<file path="src/rtl/uopLoopSeq_pkg.sv">
package uopLoopSeq_pkg;
  typedef struct packed {
    logic load;     // capture a new instruction
    logic adv;      // the output stage takes the next fetched micro-op
    logic fetchOn;  // the fetch pointer holds a live micro-op
    logic stepIn;   // the inner counter advances with this fetch
    logic stepOut;  // the outer counter advances with this fetch
  } seqStb_t;
endpackage

</file>
<file path="src/rtl/uopLoopSeq_ctrl.sv">
module uopLoopSeq_ctrl
  import uopLoopSeq_pkg::*;
#(
  parameter int UA_W   = 10,
  parameter int ITER_W = 14
) (
  input  logic              clk,
  input  logic              rstN,
  input  logic              start,
  input  logic [UA_W-1:0]   uopBgn,
  input  logic [UA_W:0]     uopEnd,
  input  logic [ITER_W-1:0] iterOut,
  input  logic [ITER_W-1:0] iterIn,
  input  logic              clearIn,
  input  logic              outReady,
  output seqStb_t           stb,
  output logic              idle,
  output logic              stValid,
  output logic              clearOut,
  output logic              done,
  output logic [UA_W-1:0]   uopAddr
);
  logic              fetchOn, sValid, sLast, doneR, clrR;
  logic [UA_W-1:0]   fK, sK, bgnR;
  logic [UA_W:0]     endR;
  logic [ITER_W-1:0] fJ, fI, itInR, itOutR;
  logic accept, emptyReq, adv, kLast, jLast, iLast;

  assign idle     = !fetchOn && !sValid;
  assign accept   = start && idle;
  assign emptyReq = (iterOut == '0) || (iterIn == '0) || ({1'b0, uopBgn} >= uopEnd);
  assign adv      = !sValid || outReady;
  assign kLast    = ({1'b0, fK} + {{UA_W{1'b0}}, 1'b1}) == endR;
  assign jLast    = fJ == (itInR - 1'b1);
  assign iLast    = fI == (itOutR - 1'b1);

  assign stb.load    = accept && !emptyReq;
  assign stb.adv     = adv;
  assign stb.fetchOn = fetchOn;
  assign stb.stepIn  = kLast;
  assign stb.stepOut = kLast && jLast;

  assign uopAddr  = adv ? fK : sK;
  assign stValid  = sValid;
  assign clearOut = clrR;
  assign done     = doneR;

  always_ff @(posedge clk) begin
    if (!rstN) begin
      fetchOn <= 1'b0;
      sValid  <= 1'b0;
      sLast   <= 1'b0;
      doneR   <= 1'b0;
      clrR    <= 1'b0;
      fK      <= '0;
      sK      <= '0;
      bgnR    <= '0;
      endR    <= '0;
      fJ      <= '0;
      fI      <= '0;
      itInR   <= '0;
      itOutR  <= '0;
    end else begin
      doneR <= (accept && emptyReq) || (sValid && sLast && outReady);
      if (stb.load) begin
        fetchOn <= 1'b1;
        sValid  <= 1'b0;
        fK      <= uopBgn;
        fJ      <= '0;
        fI      <= '0;
        bgnR    <= uopBgn;
        endR    <= uopEnd;
        itInR   <= iterIn;
        itOutR  <= iterOut;
        clrR    <= clearIn;
      end else if (adv) begin
        sValid <= fetchOn;
        if (fetchOn) begin
          sK    <= fK;
          sLast <= kLast && jLast && iLast;
          if (kLast) begin
            fK <= bgnR;
            if (jLast) begin
              fJ <= '0;
              if (iLast) fetchOn <= 1'b0;
              else       fI <= fI + 1'b1;
            end else begin
              fJ <= fJ + 1'b1;
            end
          end else begin
            fK <= fK + 1'b1;
          end
        end
      end
    end
  end
endmodule

</file>
<file path="src/rtl/uopLoopSeq_idx.sv">
module uopLoopSeq_idx
  import uopLoopSeq_pkg::*;
#(
  parameter int W = 11
) (
  input  logic         clk,
  input  logic         rstN,
  input  seqStb_t      stb,
  input  logic [W-1:0] facIn,
  input  logic [W-1:0] facOut,
  input  logic [W-1:0] base,
  output logic [W-1:0] idx
);
  // Running offsets replace multipliers: offIn tracks inner*facIn, offOut outer*facOut.
  logic [W-1:0] facInR, facOutR, offIn, offOut, stOff;

  always_ff @(posedge clk) begin
    if (!rstN) begin
      facInR  <= '0;
      facOutR <= '0;
      offIn   <= '0;
      offOut  <= '0;
      stOff   <= '0;
    end else if (stb.load) begin
      facInR  <= facIn;
      facOutR <= facOut;
      offIn   <= '0;
      offOut  <= '0;
    end else if (stb.adv && stb.fetchOn) begin
      stOff <= offIn + offOut;
      if (stb.stepOut) begin
        offIn  <= '0;
        offOut <= offOut + facOutR;
      end else if (stb.stepIn) begin
        offIn <= offIn + facInR;
      end
    end
  end

  assign idx = base + stOff;
endmodule

</file>
<file path="src/rtl/uopLoopSeq.sv">
module uopLoopSeq
  import uopLoopSeq_pkg::*;
#(
  parameter int UA_W   = 10,
  parameter int ITER_W = 14,
  parameter int ACC_W  = 11,
  parameter int SRC_W  = 11,
  parameter int WGT_W  = 10,
  localparam int UOP_W = ACC_W + SRC_W + WGT_W
) (
  input  logic              clk,
  input  logic              rstN,
  input  logic              start,
  output logic              idle,
  input  logic [UA_W-1:0]   uopBgn,
  input  logic [UA_W:0]     uopEnd,
  input  logic [ITER_W-1:0] iterOut,
  input  logic [ITER_W-1:0] iterIn,
  input  logic [ACC_W-1:0]  dstFacOut,
  input  logic [ACC_W-1:0]  dstFacIn,
  input  logic [SRC_W-1:0]  srcFacOut,
  input  logic [SRC_W-1:0]  srcFacIn,
  input  logic [WGT_W-1:0]  wgtFacOut,
  input  logic [WGT_W-1:0]  wgtFacIn,
  input  logic              clearIn,
  output logic [UA_W-1:0]   uopAddr,
  input  logic [UOP_W-1:0]  uopRdData,
  output logic              outValid,
  input  logic              outReady,
  output logic [ACC_W-1:0]  outDst,
  output logic [SRC_W-1:0]  outSrc,
  output logic [WGT_W-1:0]  outWgt,
  output logic              outClear,
  output logic              done
);
  seqStb_t stb;

  uopLoopSeq_ctrl #(.UA_W(UA_W), .ITER_W(ITER_W)) u_ctrl (
    .clk(clk), .rstN(rstN), .start(start), .uopBgn(uopBgn), .uopEnd(uopEnd),
    .iterOut(iterOut), .iterIn(iterIn), .clearIn(clearIn), .outReady(outReady),
    .stb(stb), .idle(idle), .stValid(outValid), .clearOut(outClear),
    .done(done), .uopAddr(uopAddr)
  );

  uopLoopSeq_idx #(.W(ACC_W)) u_dst (
    .clk(clk), .rstN(rstN), .stb(stb), .facIn(dstFacIn), .facOut(dstFacOut),
    .base(uopRdData[ACC_W-1:0]), .idx(outDst)
  );

  uopLoopSeq_idx #(.W(SRC_W)) u_src (
    .clk(clk), .rstN(rstN), .stb(stb), .facIn(srcFacIn), .facOut(srcFacOut),
    .base(uopRdData[ACC_W+SRC_W-1:ACC_W]), .idx(outSrc)
  );

  uopLoopSeq_idx #(.W(WGT_W)) u_wgt (
    .clk(clk), .rstN(rstN), .stb(stb), .facIn(wgtFacIn), .facOut(wgtFacOut),
    .base(uopRdData[UOP_W-1:ACC_W+SRC_W]), .idx(outWgt)
  );
endmodule

</file>
<file path="config.mk">
export PLATFORM = sky130hd
export DESIGN_NAME = uopLoopSeq
export DESIGN_NICKNAME = d
export VERILOG_FILES = /design/src/rtl/uopLoopSeq_pkg.sv /design/src/rtl/uopLoopSeq_ctrl.sv /design/src/rtl/uopLoopSeq_idx.sv /design/src/rtl/uopLoopSeq.sv
export SDC_FILE = /design/constraint.sdc
export NUM_CORES = 1
export LEC_CHECK = 0
export BUFFER_PORTS_ARGS = -buffer_cell sky130_fd_sc_hd__buf_2
export CAP_MARGIN = 20
export CORE_UTILIZATION = 35
export CTS_BUF_LIST = sky130_fd_sc_hd__clkbuf_4 sky130_fd_sc_hd__clkbuf_8 sky130_fd_sc_hd__clkbuf_16
export DETAILED_ROUTE_END_ITERATION = 10
export GPL_ROUTABILITY_DRIVEN = 0
export GPL_TIMING_DRIVEN = 0
export HOLD_SLACK_MARGIN = 0.12
export PLACE_DENSITY = 0.52
export SYNTH_ARGS = -nofsm -noshare
export SYNTH_HDL_FRONTEND = slang
export SYNTH_SLANG_ARGS = --single-unit
</file>
<file path="constraint.sdc">
create_clock -name clk -period 8.8 [get_ports clk]
set_clock_uncertainty 0.15 [all_clocks]
set_input_delay 0.88 -clock clk [delete_from_list [all_inputs] [get_ports clk]]
set_output_delay 0.88 -clock clk [all_outputs]
set_load 0.02 [all_outputs]
</file>
==> results.md <==
* Number of distinct library cells after synthesis at 66
* First-pass iteration count of the detailed router at 5
* Yosys warning count at 0
* Longest Clk Path Bufs at 3
* Synth area leaders: dfxtp_1 32%, nand2_1 11%, ha_1 10%
* Reg area at 5250 um^2
* DP HPWL at 39600 um
* MaxCap Viol Count at 0
* Post-CTS resize count at 0
* Post-Layout Inst Area at 19100 um^2
* Syn-to-layout area delta at 17.9%
* GRT Resource Usage Total at 21.6%
* Max FO, Critical Path at 10
* Critical-path top delay cell: nor4b_1
* Static Leak at 7.73 nW
* WP data arrival at 5.16 ns
* Initial Util at 35.5%
* Switch Pwr at 0.000995 W
* Die W at 217 um
* Layout Utilization at 41.9%
* Post-route setup TNS at 0 ns
* Root buffer cell: clkbuf_16
* Hold/Removal Path Class: reg -> reg
* RSZ-0062 raised after global routing: false
* Clock network fraction of total power at 42.1%
* Critical Path RT at 9.11 ns
* Syn Area/Cell at 7.70 um^2
* Initial antenna violation count at 2
* Clock sinks at 262
* Max VDD drop at 0.0945 mV
* # setup viols final at 0
* Startpoint Class: flip-flop
* Internal Power at 0.00235 W
* Die area at 47000 um^2
* FFs w/ async S/R, synth at 0%
* Slew HR at 27.2%
* H-tree depth at 2
* Nets at 2624
* Cell Chain, Critical Path: clkbuf_1 -> inv_1 -> ha_1 -> or4b_1 -> buf_2 -> or4_4 -> a2111oi_4 -> o211ai_1 -> or4_1 -> nor4b_1 -> buf_2 -> buf_2 -> nand2_1 -> a21oi_1
* Post-synth top area share at 32.4%
* Routed WL at 51200 um
* Initial DRC count at 856
* Cts bufs inserted at 34
* Worst hold slack at 0.301 ns
* Routed Antenna Nets at 0
* Post-synth top area cell: dfxtp_1
* Slowest Stage Delay on Critical Path at 0.57 ns
* Drt wl/cell at 17.4 um
* DRC violations left at 0
* Combinational power share at 18.9%
* R2R Setup Slk at 3.95 ns
* Fraction of layout cells with a size suffix above 1 at 13.2%
* Max-slew violations at 0
* Vias at 15375
* Outcome: complete, no violations
* Post-CTS Setup Inserts at 0
* Crit path kind: reg -> reg
* Ant. Diodes at 0
* First-pass GRT wire length at 80000 um
* Peak Freq at 206 MHz
* Clk slew on worst S/H paths at 0.05 ns
* Final min period at 4.85 ns
* Most numerous cell in the Yosys netlist: nand2_1
* I/O pin count at 196
* Seq cells post-synth at 262
* Final period utilization at 55.1%
* Number of global-route vias before repair at 14658
* Aggregate global routing overflow at 0
* Multi-input gate area at 10200 um^2
* Hold-fix buffers, CTS at 0
* Chip Height at 217 um
* Number of I/O port buffers at 195
* CTS tree: yes
* Main synth FF type: dfxtp_1
* Largest net degree at the start of global routing at 12
* Syn_nets at 2391
* Cell mode on critical path: buf_2
* Vias per inst at 5.21
* Switching share of power at 29.8%
* Slew @ Worst Pin at 1.09 ns
* Hold Fails Final Rpt at 0
* Placed Area at 17900 um^2
* Site row count at 78
* Number of flops mapped to enable cells by yosys at 0
* Sequential area share after synthesis at 32.4%
* Core area at 45500 um^2
* Clk_lat worst skew at 0.54 ns
* Synthesized cell area at 16200 um^2
* Critical Path End Type: flip-flop
* Most frequent cells after synthesis: 459 x nand2_1, 276 x a21oi_1, 262 x dfxtp_1
* Share of power burned in registers at 39.0%
* Pwr dens at 175 nW/um^2
* Synth Instances at 2098
* Fillers at 4741
## placed cells by master, fill, tap and decap left out, drive strengths merged, types with 11 or more instances in the layout
cell,Yosys,final
nand4,21,21
nand2,459,459
nor2b,26,26
o21a,14,14
xor2,45,45
a21oi,276,276
fa,12,12
or2,17,17
nand3,54,54
a31oi,14,14
or3,21,21
nor2,104,104
xnor2,103,103
ha,131,131
mux2,11,11
a211oi,18,18
and2,14,14
nor3,56,56
inv,66,67
o21ai,65,65
nand2b,12,12
or4,13,13
mux2i,19,19
a21o,23,23
o211ai,11,11
dfxtp,262,262
clkbuf,98,148
buf,12,209
nor4,15,15
## power groups by stage
stage | sequential (W) | combinational, W | clock [W]
2_1_floorplan | 0.00131 | 0.000421 | 0
3_3_place_gp | 0.00133 | 0.000617 | 0
5_1_grt | 0.00131 | 0.000704 | 0.00149
6_report | 0.00130 | 0.000633 | 0.00141
4_1_cts | 0.00130 | 0.000634 | 0.00144
3_5_place_dp | 0.00133 | 0.000631 | 0
## logic make-up after synthesis
logic type	count (synthesis)	synth area share, %
buf+inv	177	4.18
simple gates	850	23.9
compound gates	488	17.9
xor+xnor	148	8.02
mux	30	1.94
fa+ha+maj	143	11.6
flops	262	32.4
## worst max-delay path: cells and delay by family, from the launching register on
kind	cells	cell delay [ns]
simple gates	5	2.16
compound gates	3	0.65
buf+inv	5	1.21
flops	1	0.29
fa+ha+maj	1	0.29
## path summary, 6_finish.rpt
| kind | startpoint | endpoint | cells after the start |
|---|---|---|---|
| worst min register to register | u_ctrl.bgnR[1] | u_ctrl.bgnR[1] | 2 |
| worst max register to register | u_ctrl.itInR[0] | u_wgt.offOut[2] | 14 |
| worst min-delay path | u_ctrl.bgnR[1] | u_ctrl.bgnR[1] | 2 |
| worst max-delay path | u_ctrl.itInR[0] | u_wgt.offOut[2] | 14 |
## per-layer routing
metal | vias to the layer above | GRT usage [%] | wire, um
li1 | 7743 | - | -
met2 | 399 | 35.1 | 23000
met4 | 0 | 6.13 | 1100
met5 | - | 0 | 0
met1 | 7171 | 29.7 | 24600
met3 | 62 | 3.07 | 2540
## per-stage QoR
step	power, W	instances	worst slack (ns)
finish	0.00334	2952	3.95
global placement	0.00194	2893	3.79
detailed placement	0.00196	2895	3.98
global route	0.00350	2952	3.71
CTS	0.00338	2952	3.95
floorplan	0.00173	2098	4.79
## final cells by class
| class | count | share of cell area [%] |
|---|---|---|
| sequential | 262 | 27.5 |
| timing repair buffer | 197 | 5.29 |
| multi-input combinational | 1659 | 53.8 |
| tap | 600 | 3.94 |
| clock buffer | 50 | 5.42 |
| inverter | 67 | 1.32 |
| buffer | 110 | 2.23 |
| clock inverter | 7 | 0.466 |
## flip-flops by register name, summed over array words and instances (netlist names), 11 cells and up
| register | count |
|---|---|
| u_dst.offOut | 11 |
| u_dst.facOutR | 11 |
| u_dst.facInR | 11 |
| u_src.offIn | 11 |
| u_src.facInR | 11 |
| u_ctrl.fI | 14 |
| u_dst.offIn | 11 |
| u_src.facOutR | 11 |
| u_ctrl.itOutR | 14 |
| u_ctrl.endR | 11 |
| u_ctrl.itInR | 14 |
| u_src.offOut | 11 |
| u_dst.stOff | 11 |
| u_src.stOff | 11 |
| u_ctrl.fJ | 14 |
(Power assumes the default switching activity.)
